===== src/rtl/tds_pkg.sv =====
package tds_pkg;
   localparam int unsigned TDS_MAX_TASKS = 64;
   localparam int unsigned TDS_MIN_TASKS = 2;

   function automatic int unsigned tds_idx_width(input int unsigned n);
      return (n > 1) ? $clog2(n) : 1;
   endfunction
endpackage


===== src/rtl/tds_mask_bank.sv =====
module tds_mask_bank #(
   parameter int unsigned NTASK = 8,
   parameter int unsigned IDXW  = 3
) (
   input  logic                   clk,
   input  logic                   rst_n,
   input  logic                   wr_en,
   input  logic [IDXW-1:0]        wr_idx,
   input  logic [NTASK-1:0]       wr_mask,
   output logic [NTASK*NTASK-1:0] masks_flat
);
   for (genvar t = 0; t < NTASK; t++) begin : g_row
      logic [NTASK-1:0] row_q;
      always_ff @(posedge clk) begin
         if (!rst_n)
            row_q <= '0;
         else if (wr_en && (wr_idx == IDXW'(t)))
            row_q <= wr_mask;
      end
      assign masks_flat[t*NTASK +: NTASK] = row_q;
   end
endmodule


===== src/rtl/tds_dep_eval.sv =====
module tds_dep_eval #(
   parameter int unsigned NTASK = 8
) (
   input  logic [NTASK*NTASK-1:0] masks_flat,
   input  logic [NTASK-1:0]       done_vec,
   output logic [NTASK-1:0]       satisfied
);
   for (genvar t = 0; t < NTASK; t++) begin : g_task
      assign satisfied[t] = ~|(masks_flat[t*NTASK +: NTASK] & ~done_vec);
   end
endmodule


===== src/rtl/tds_lowest_pick.sv =====
module tds_lowest_pick #(
   parameter int unsigned NTASK = 8,
   parameter int unsigned IDXW  = 3
) (
   input  logic [NTASK-1:0] vec,
   output logic             any,
   output logic [IDXW-1:0]  idx,
   output logic [NTASK-1:0] first_oh
);
   logic [NTASK:0] seen;
   assign seen[0] = 1'b0;
   for (genvar i = 0; i < NTASK; i++) begin : g_chain
      assign first_oh[i]  = vec[i] & ~seen[i];
      assign seen[i+1]    = seen[i] | vec[i];
   end
   assign any = seen[NTASK];

   always_comb begin
      idx = '0;
      for (int i = 0; i < NTASK; i++)
         if (first_oh[i]) idx = idx | IDXW'(i);
   end
endmodule


===== src/rtl/task_dep_sync.sv =====
module task_dep_sync
   import tds_pkg::*;
#(
   parameter int unsigned NTASK       = 8,
   parameter bit          SELF_BYPASS = 1'b1,
   localparam int unsigned IDXW       = tds_idx_width(NTASK)
) (
   input  logic             clk,
   input  logic             rst_n,
   input  logic             app_clr,
   input  logic             cfg_we,
   input  logic [IDXW-1:0]  cfg_idx,
   input  logic [NTASK-1:0] cfg_mask,
   input  logic             req_valid,
   input  logic [IDXW-1:0]  req_idx,
   input  logic             fin_valid,
   input  logic [IDXW-1:0]  fin_idx,
   input  logic             cancel_valid,
   input  logic [IDXW-1:0]  cancel_idx,
   output logic             rel_valid,
   input  logic             rel_ready,
   output logic [IDXW-1:0]  rel_idx
);
   if (NTASK < TDS_MIN_TASKS || NTASK > TDS_MAX_TASKS) begin : g_bad_ntask
      $error("task_dep_sync: NTASK out of supported range");
   end

   logic [NTASK-1:0]       done_q, blk_q, pend_q;
   logic [NTASK-1:0]       fin_oh, req_oh, can_oh;
   logic [NTASK-1:0]       done_nx, sat, pass_ok;
   logic [NTASK-1:0]       pick_oh, pop_oh, blk_keep, wake, req_pass, req_hold;
   logic [NTASK-1:0]       blk_d, pend_d;
   logic [NTASK*NTASK-1:0] masks_flat;

   always_comb begin
      for (int i = 0; i < NTASK; i++) begin
         fin_oh[i] = fin_valid    && (fin_idx    == IDXW'(i));
         req_oh[i] = req_valid    && (req_idx    == IDXW'(i));
         can_oh[i] = cancel_valid && (cancel_idx == IDXW'(i));
      end
   end

   tds_mask_bank #(.NTASK(NTASK), .IDXW(IDXW)) u_masks (
      .clk        (clk),
      .rst_n      (rst_n),
      .wr_en      (cfg_we),
      .wr_idx     (cfg_idx),
      .wr_mask    (cfg_mask),
      .masks_flat (masks_flat)
   );

   // finish events are folded in before any request or wakeup decision
   assign done_nx = done_q | fin_oh;

   tds_dep_eval #(.NTASK(NTASK)) u_eval (
      .masks_flat (masks_flat),
      .done_vec   (done_nx),
      .satisfied  (sat)
   );

   if (SELF_BYPASS) begin : g_bypass
      assign pass_ok = sat | done_nx;
   end else begin : g_strict
      assign pass_ok = sat;
   end

   tds_lowest_pick #(.NTASK(NTASK), .IDXW(IDXW)) u_pick (
      .vec      (pend_q),
      .any      (rel_valid),
      .idx      (rel_idx),
      .first_oh (pick_oh)
   );

   assign pop_oh   = rel_ready ? pick_oh : '0;
   assign blk_keep = blk_q & ~can_oh;
   assign wake     = blk_keep & sat;
   assign req_pass = req_oh & pass_ok;
   assign req_hold = req_oh & ~pass_ok;
   assign blk_d    = (blk_keep & ~wake & ~req_pass) | req_hold;
   assign pend_d   = (pend_q & ~pop_oh) | wake | req_pass;

   always_ff @(posedge clk) begin
      if (!rst_n || app_clr) begin
         done_q <= '0;
         blk_q  <= '0;
         pend_q <= '0;
      end else begin
         done_q <= done_nx;
         blk_q  <= blk_d;
         pend_q <= pend_d;
      end
   end
endmodule


===== config.mk =====
export PLATFORM = sky130hd
export DESIGN_NAME = task_dep_sync
export DESIGN_NICKNAME = d
export VERILOG_FILES = /design/src/rtl/tds_pkg.sv /design/src/rtl/tds_mask_bank.sv /design/src/rtl/tds_dep_eval.sv /design/src/rtl/tds_lowest_pick.sv /design/src/rtl/task_dep_sync.sv
export SDC_FILE = /design/constraint.sdc
export NUM_CORES = 1
export LEC_CHECK = 0
export CORE_MARGIN = 5
export CORE_UTILIZATION = 45
export CTS_CLUSTER_SIZE = 8
export DETAILED_ROUTE_END_ITERATION = 8
export RECOVER_POWER = 50
export REMOVE_ABC_BUFFERS = 1
export SETUP_SLACK_MARGIN = 0.3
export SYNTH_ARGS = -nofsm -noshare
export SYNTH_HDL_FRONTEND = slang
export SYNTH_HIERARCHICAL = 1
export SYNTH_SLANG_ARGS = --single-unit

===== constraint.sdc =====
create_clock -name clk -period 3.5 [get_ports clk]
set_input_delay 0.875 -clock clk [delete_from_list [all_inputs] [get_ports clk]]
set_output_delay 0.875 -clock clk [all_outputs]
set_load 0.03 [all_outputs]

Word level (Yosys, flattened, before mapping). Cells that the tools add are included.

Eq/ne operators: 28. Multiplexer cells: 8. Bitwise logic cells: 47. Reduce and logical (&&, ||, !) cells: 54.

Operators with widths (number): $and 8x8->8 (15); $reduce_or 8->1 (8); $eq 3x3->1 const B (16); $not 8->8 (6); $or 8x8->8 (5); $logic_and 1x1->1 (32); $eq 3x2->1 const B (8); $eq 3x1->1 const B (4); $logic_not 3->1 (4); $mux 3 (4); $logic_not 1->1 (9); $mux 8 (1); $and 1x1->1 (7); $not 1->1 (7); $or 1x1->1 (7); $mux 2 (2); $logic_or 1x1->1 (1); $mux 1 (1).

Bits in registers: 88. Input bits: 28. Output and inout bits: 4. Word-level logic and storage cells: 148.

Depth between registers and ports, before layout. Gate-level depths: netlist of run 1.

Depth in word-level cells: 13. Gate-level depth with buffers: 7. Gate-level depth less buffers: 6.

Cells and area by module. Netlist of run 1, hierarchy kept.

By module, submodules not included: tds_mask_bank (instances 1, cells an instance 223, area each 2348.5 sq um, sequential area each 1281.2 sq um); task_dep_sync (instances 1, cells an instance 150, area each 1342.5 sq um, sequential area each 480.5 sq um); tds_dep_eval (instances 1, cells an instance 112, area each 594.3 sq um, sequential area each 0.0 sq um); tds_lowest_pick (instances 1, cells an instance 24, area each 146.4 sq um, sequential area each 0.0 sq um).

Worst setup path before layout of run 1. Ideal clock, no wire load.

Path kind: in2reg. From: in fin_idx[2]. To: reg pend_q[1]. Setup time: 0.095 ns. Arrival: 2.322 ns. Data required time: 3.405 ns. Slack: 1.083 ns. Cell stages on the path: 7. Path buffers: 1. Path through: or4b_4 -> nand2_1 -> buf_6 -> o22ai_1 -> nor4_2 -> nor2_1 -> a221oi_1.

Longest elaborated chain between the ends: 10.

RTL lines: from (decl) (RTL line task_dep_sync.sv:17) `input logic [IDXW-1:0] fin_idx,`; $logic_not 3->1 * (RTL line task_dep_sync.sv:37) `fin_oh[i] = fin_valid && (fin_idx == IDXW'(i));`; $logic_and 1x1->1 * (RTL line task_dep_sync.sv:37); $or 8x8->8 * (RTL line task_dep_sync.sv:53) `assign done_nx = done_q | fin_oh;`; net done_nx[0] (RTL line task_dep_sync.sv:30) `logic [NTASK-1:0] done_nx, sat, pass_ok;`; $not 8->8 * (RTL line tds_dep_eval.sv:9) `assign satisfied[t] = ~|(masks_flat[t*NTASK +: NTASK] & ~done_vec);`; $and 8x8->8 * (RTL line tds_dep_eval.sv:9); $reduce_or 8->1 * (RTL line tds_dep_eval.sv:9); $logic_not 1->1 * (RTL line tds_dep_eval.sv:9); net sat[1] (RTL line task_dep_sync.sv:30); $and 8x8->8 / $or 8x8->8 (equally long branches) (RTL line task_dep_sync.sv:76, task_dep_sync.sv:62); $or 8x8->8 / $and 8x8->8 (equally long branches) (RTL line task_dep_sync.sv:80, task_dep_sync.sv:77); $or 8x8->8 * (RTL line task_dep_sync.sv:80) `assign pend_d = (pend_q & ~pop_oh) | wake | req_pass;`; to (signal assigned) (RTL line task_dep_sync.sv:90) `pend_q <= pend_d;`; to (decl) (RTL line task_dep_sync.sv:28) `logic [NTASK-1:0] done_q, blk_q, pend_q;`.

Mark *: on every way through the listed nets, which the timed path passes. The rest lies on a longest branch. A chain may end at the register's enable or synchronous reset.

Worst setup path in the final report of run 1.
From: reg pend_q[1]. To: out rel_valid.

Longest elaborated chain between the ends: 7.

RTL lines: $or 1x1->1 (7 in a row) (RTL line tds_lowest_pick.sv:14) `assign seen[i+1] = seen[i] | vec[i];`; to (decl) (RTL line task_dep_sync.sv:20) `output logic rel_valid,`.

Every way passes these cells.

==> results.yml, run 1 <==
route:
  num_vias: 3506
  wl_per_cell_um: 16.2
  drtPass1Iterations: 4
  drt_iter0_markers: 214
  wl_mm: 10.8
  drc: 0
  avgViaCountPerCell: 5.27
  ant_nets: 0
sta:
  grt_setup_unrepaired: "false"
  setup-tns-final_ps: 0
  setup_viol_count_final: 0
  tightest_slew_ps: 1000
  slew_headroom: 0.332
  period_share: 0.871
  hold_viol_final: 0
  period_minus_slack_ps: 3050
  slew_violations: 0
  clock.fmax_ghz: 0.328
  finClkSkew_ps: 8.19
  fin_ws_ps: 452
clock_network:
  cts_tree: "yes"
  cts_root_buf: "clkbuf_8"
  clkTransAtPathRegs_ps: 90
  cts_resized: 0
  clk-insertion-delay-late_ps: 350
  cts_hold_buf: 0
  clkSinkCount: 88
  cts_max_level: 3
  cts_buffer_depth: 2
  post_cts.repair.setup_buffers: 0
  numCtsBuffers: 9
grt:
  antenna_found_initial: 0
  grt_pass1_vias: 3417
  overflow: 0
  track_usage: 0.193
  grt_max_degree: 31
  grt_pass1_wl_mm: 17.7
finish:
  final_common_cell: "dfxtp_1"
  drive_gt1_frac: 0.0677
  design_area_um2: 4970
  n_antenna_cell: 0
  area_growth_pct: 12.1
  layout_common_cells: "dfxtp_1 (88), nand2_1 (81), inv_1 (73)"
  nets: 555
  fillCellCount: 950
  fin_cells: 665
synthesis:
  ys_types: 48
  synth_edf_count: 0
  synth_warnings: 6
  synthCells: 509
  ys_seq_area_frac: 0.398
  synth-seq-cells: 88
  postSynth.asyncResetShare: 0
  synth_area_per_cell_um2: 8.71
  syn_area_um2: 4430
  synthFlopType: "dfxtp_1"
setup_path:
  cpMaxStageDelayCell: "or4_4"
  cpPeakStageDelay_ps: 590
  crit_path_end_kind: "output pin"
  path_buf_inv: 1
  path_class: "reg2out"
  worst_ep_required_time_ps: 2620
  crit_arrival_ps: 2170
  worstSetupStartpointType: "flop"
  crit_chain: "or4_4 -> nor3_2 -> nand2_1 -> clkdlybuf4s50_1"
  critPathTopFamily: "simple AND/OR/NAND/NOR gates"
  path_max_fanout: 6
power_and_ir_drop:
  p_per_area_nw_per_um2: 397
  total_power_uw: 1970
  ir_drop_mv: 0.235
  leakagePower_uw: 0.00200
job:
  cap_violations: 0
placed_design:
  placedInstanceArea_um2: 4790
  dp_hpwl_mm: 8.05
  dp_slack_ps: 148
  gp_congestion: 0.817
  io_buffers: 31
  dp_cells: 649
die:
  chipWidth_um: 109
  die-area_um2: 11900
  die_y_um: 109
  fp-row-count: 36
  io_pins: 32
  initial_core_util: 0.458
  core_um2: 9680
hold_path:
  hp-class: "reg2reg"
outcome:
  status: "completed"
==> routing by layer <==
| metal | vias to the layer above | track usage | wire (um) |
|---|---|---|---|
| li1 | 1800 | - | - |
| met1 | 1646 | 0.263 | 5380 |
| met2 | 49 | 0.307 | 4870 |
| met3 | 11 | 0.0361 | 349 |
| met4 | 0 | 0.0668 | 172 |
| met5 | - | 0 | 0 |
==> sequential cells by signal (all words and copies together) (netlist names) <==
name / flops
blk_q: 8
pend_q: 8
u_masks/g_row.row_q: 64
done_q: 8
==> layout make-up <==
| type | count | area, um2 | share of cell area |
|---|---|---|---|
| multi-input combinational | 318 | 2230 | 0.449 |
| inverter | 73 | 274 | 0.0551 |
| clock buffer | 13 | 159 | 0.0320 |
| timing repair buffer | 37 | 339 | 0.0682 |
| tap | 133 | 166 | 0.0335 |
| sequential | 88 | 1760 | 0.355 |
| clock inverter | 3 | 40.0 | 0.00806 |
==> cell families after synthesis <==
logic type      after synthesis  synth area share
flops                        88             0.398
mux                          64             0.145
simple gates                167             0.227
buf+inv                     103            0.0982
compound gates               87             0.133
==> Yosys cell counts, types with 4 or more instances <==
| master | number | area [um2] |
|---|---|---|
| dfxtp_1 | 88 | 1760 |
| nand2_1 | 81 | 304 |
| inv_1 | 73 | 274 |
| mux2i_1 | 64 | 641 |
| o22ai_1 | 32 | 200 |
| a211oi_1 | 17 | 128 |
| nor2_1 | 17 | 63.8 |
| buf_2 | 13 | 65.1 |
| clkbuf_1 | 9 | 33.8 |
| a21boi_0 | 8 | 60.1 |
| nand4b_1 | 8 | 70.1 |
| nand4bb_1 | 8 | 90.1 |
| nor4_2 | 8 | 100 |
| o21ai_0 | 8 | 40.0 |
| nand3_1 | 7 | 35.0 |
| a21o_1 | 6 | 45.0 |
| a21oi_1 | 6 | 30.0 |
| a221oi_1 | 4 | 35.0 |
| and4b_1 | 4 | 40.0 |
| and4bb_2 | 4 | 50.1 |
| nand2b_1 | 4 | 25.0 |
| o211ai_1 | 4 | 30.0 |
==> report_power, final <==
group | total (uW) | internal [uW] | leakage, uW | switching (uW)
logic | 227 | 94.0 | 0.00118 | 133
registers | 1030 | 1020 | 0.000712 | 10.1
clock network | 716 | 368 | 0.000103 | 348
total | 1970 | 1480 | 0.00200 | 490
==> stage by stage <==
stage               utilization  hold WS (ps)
floorplan                     -           435
global placement          0.494           444
detailed placement        0.494           451
CTS                       0.515           466
global route              0.513           481
finish                    0.513           462
==> final timing paths <==
| kind | start | to | slack, ps | cells past startpoint |
|---|---|---|---|---|
| setup / recovery | pend_q[1] | rel_valid | 450 | 4 |
| hold / removal | u_masks/g_row[0].row_q[1] | u_masks/g_row[0].row_q[1] | 460 | 2 |
| setup reg to reg | pend_q[1] | pend_q[7] | 1540 | 6 |
| hold reg to reg | u_masks/g_row[0].row_q[1] | u_masks/g_row[0].row_q[1] | 460 | 2 |
==> worst min-delay path, stage by stage, from the launching register on <==
cell	delay [ps]
dfxtp_1	320
nand2_1	50
mux2i_1	50
No activity file was read; power rests on OpenSTA's default activity.
==> inputs of run 2 (changes only) <==
- DONT_BUFFER_PORTS: not set -> 1
==> run 2 against run 1 <==
Compared with the run above:
- via count fell by 3.3%
- critical path type unchanged
- total power is 3.0% lower
- critical path depth fell by 2
- clock-buffer cell count is the same
- register-to-register slack gained 50 ps
- highest routed layer unchanged
==> results.yml, run 2 (synthesized netlist as in run 1, its figures left out) <==
die:
  die_y_um: 109
  fp-row-count: 36
  chipWidth_um: 109
  core_um2: 9680
  die-area_um2: 11900
  io_pins: 32
  initial_core_util: 0.458
route:
  drc: 0
  drtPass1Iterations: 4
  wl_per_cell_um: 16.9
  drt_iter0_markers: 244
  wl_mm: 10.6
  ant_nets: 0
  avgViaCountPerCell: 5.39
  num_vias: 3391
finish:
  drive_gt1_frac: 0.0665
  fillCellCount: 964
  area_growth_pct: 4.63
  n_antenna_cell: 0
  layout_common_cells: "dfxtp_1 (88), nand2_1 (81), inv_1 (73)"
  final_common_cell: "dfxtp_1"
  fin_util: 0.479
  nets: 519
  largest_register: "u_masks/g_row.row_q"
  fin_cells: 629
  largest_reg_flops: 64
grt:
  grt_max_degree: 74
  antenna_found_initial: 0
  track_usage: 0.189
  overflow: 0
  grt_pass1_wl_mm: 17.1
  grt_pass1_vias: 3230
placed_design:
  dp_cells: 613
  dp_hpwl_mm: 7.64
  gp_congestion: 0.811
  io_buffers: 0
  dp_slack_ps: 731
job:
  cap_violations: 0
setup_path:
  crit_path_start: "pend_q[1]"
  worst_ep_required_time_ps: 2620
  worstSetupStartpointType: "flop"
  reg2reg_depth: 6
  critPathTopFamily: "simple AND/OR/NAND/NOR gates"
  path_max_fanout: 6
  rr_startpoint: "pend_q[1]"
  crit_arrival_ps: 1870
  crit_path_end_kind: "output pin"
  worstReg2RegEnd: "pend_q[7]"
  r2r_setup_slack_ps: 1590
  crit_cells: 2
  path_class: "reg2out"
  path_buf_inv: 0
  cpMaxStageDelayCell: "or4_4"
  endpoint: "rel_idx[2]"
  cpPeakStageDelay_ps: 590
  crit_chain: "or4_4 -> a21oi_1"
clock_network:
  cts_tree: "yes"
  cts_max_level: 3
  numCtsBuffers: 9
  cts_root_buf: "clkbuf_8"
  post_cts.repair.setup_buffers: 0
  clkTransAtPathRegs_ps: 80
  cts_buffer_depth: 2
  cts_hold_buf: 0
  clk-insertion-delay-late_ps: 360
  cts_resized: 0
  clkSinkCount: 88
power_and_ir_drop:
  leakagePower_uw: 0.00186
  p_per_area_nw_per_um2: 413
  ir_drop_mv: 0.224
sta:
  tightest_slew_ps: 1020
  period_minus_slack_ps: 2740
  period_share: 0.783
  finClkSkew_ps: 6.15
  slew_violations: 0
  clock.fmax_ghz: 0.365
  fin_ws_ps: 759
  grt_setup_unrepaired: "false"
  setup-tns-final_ps: 0
  setup_viol_count_final: 0
  hold_viol_final: 0
  slew_headroom: 0.321
hold_path:
  hp-class: "reg2reg"
outcome:
  status: "completed"
==> run 2: metrics by stage <==
step	power [uW]	instance area [um2]	hold slack, ps
final	1910	4640	460
after global routing	1990	4640	476
after CTS	1930	4640	465
after detailed placement	1210	4440	451
after global placement	1210	4440	445
after floorplan	1170	4270	435
==> run 2: power by group <==
part	internal (uW)	switching, uW
Sequential	1020	10.1
Clock	368	358
Combinational	62.7	95.5
Total	1450	463
==> run 2: worst min-delay path by stage <==
stage | from | to | slack, ps | cells after the start
6_report | u_masks/g_row[6].row_q[6] | u_masks/g_row[6].row_q[6] | 460 | 2
2_1_floorplan | u_masks/g_row[2].row_q[0] | u_masks/g_row[2].row_q[0] | 430 | 2
5_1_grt | u_masks/g_row[6].row_q[0] | u_masks/g_row[6].row_q[0] | 480 | 2
3_5_place_dp | u_masks/g_row[2].row_q[3] | u_masks/g_row[2].row_q[3] | 450 | 2
4_1_cts | u_masks/g_row[0].row_q[4] | u_masks/g_row[0].row_q[4] | 460 | 2
3_3_place_gp | u_masks/g_row[2].row_q[0] | u_masks/g_row[2].row_q[0] | 450 | 2
==> run 2: layout make-up <==
cell class | count | area, um2 | area share
Clock buffer | 13 | 159 | 0.0343
Multi-Input combinational cell | 318 | 2230 | 0.481
Timing Repair Buffer | 1 | 7.51 | 0.00162
Tap cell | 133 | 166 | 0.0359
Sequential cell | 88 | 1760 | 0.380
Inverter | 73 | 274 | 0.0591
Clock inverter | 3 | 40.0 | 0.00863
==> run 2: worst register-to-register path: cells and delay by family (launching register included) <==
family / cells / cell delay [ps]
AO/OA/AOI/OAI: 2 / 350
flip-flops: 1 / 380
AND/OR/NAND/NOR: 4 / 1030
==> run 2: metal layers <==
layer | vias up | track usage | routed length (um)
li1 | 1717 | - | -
met3 | 22 | 0.0343 | 524
met4 | 0 | 0.0890 | 323
met2 | 76 | 0.277 | 4550
met1 | 1576 | 0.267 | 5250
met5 | - | 0 | 0
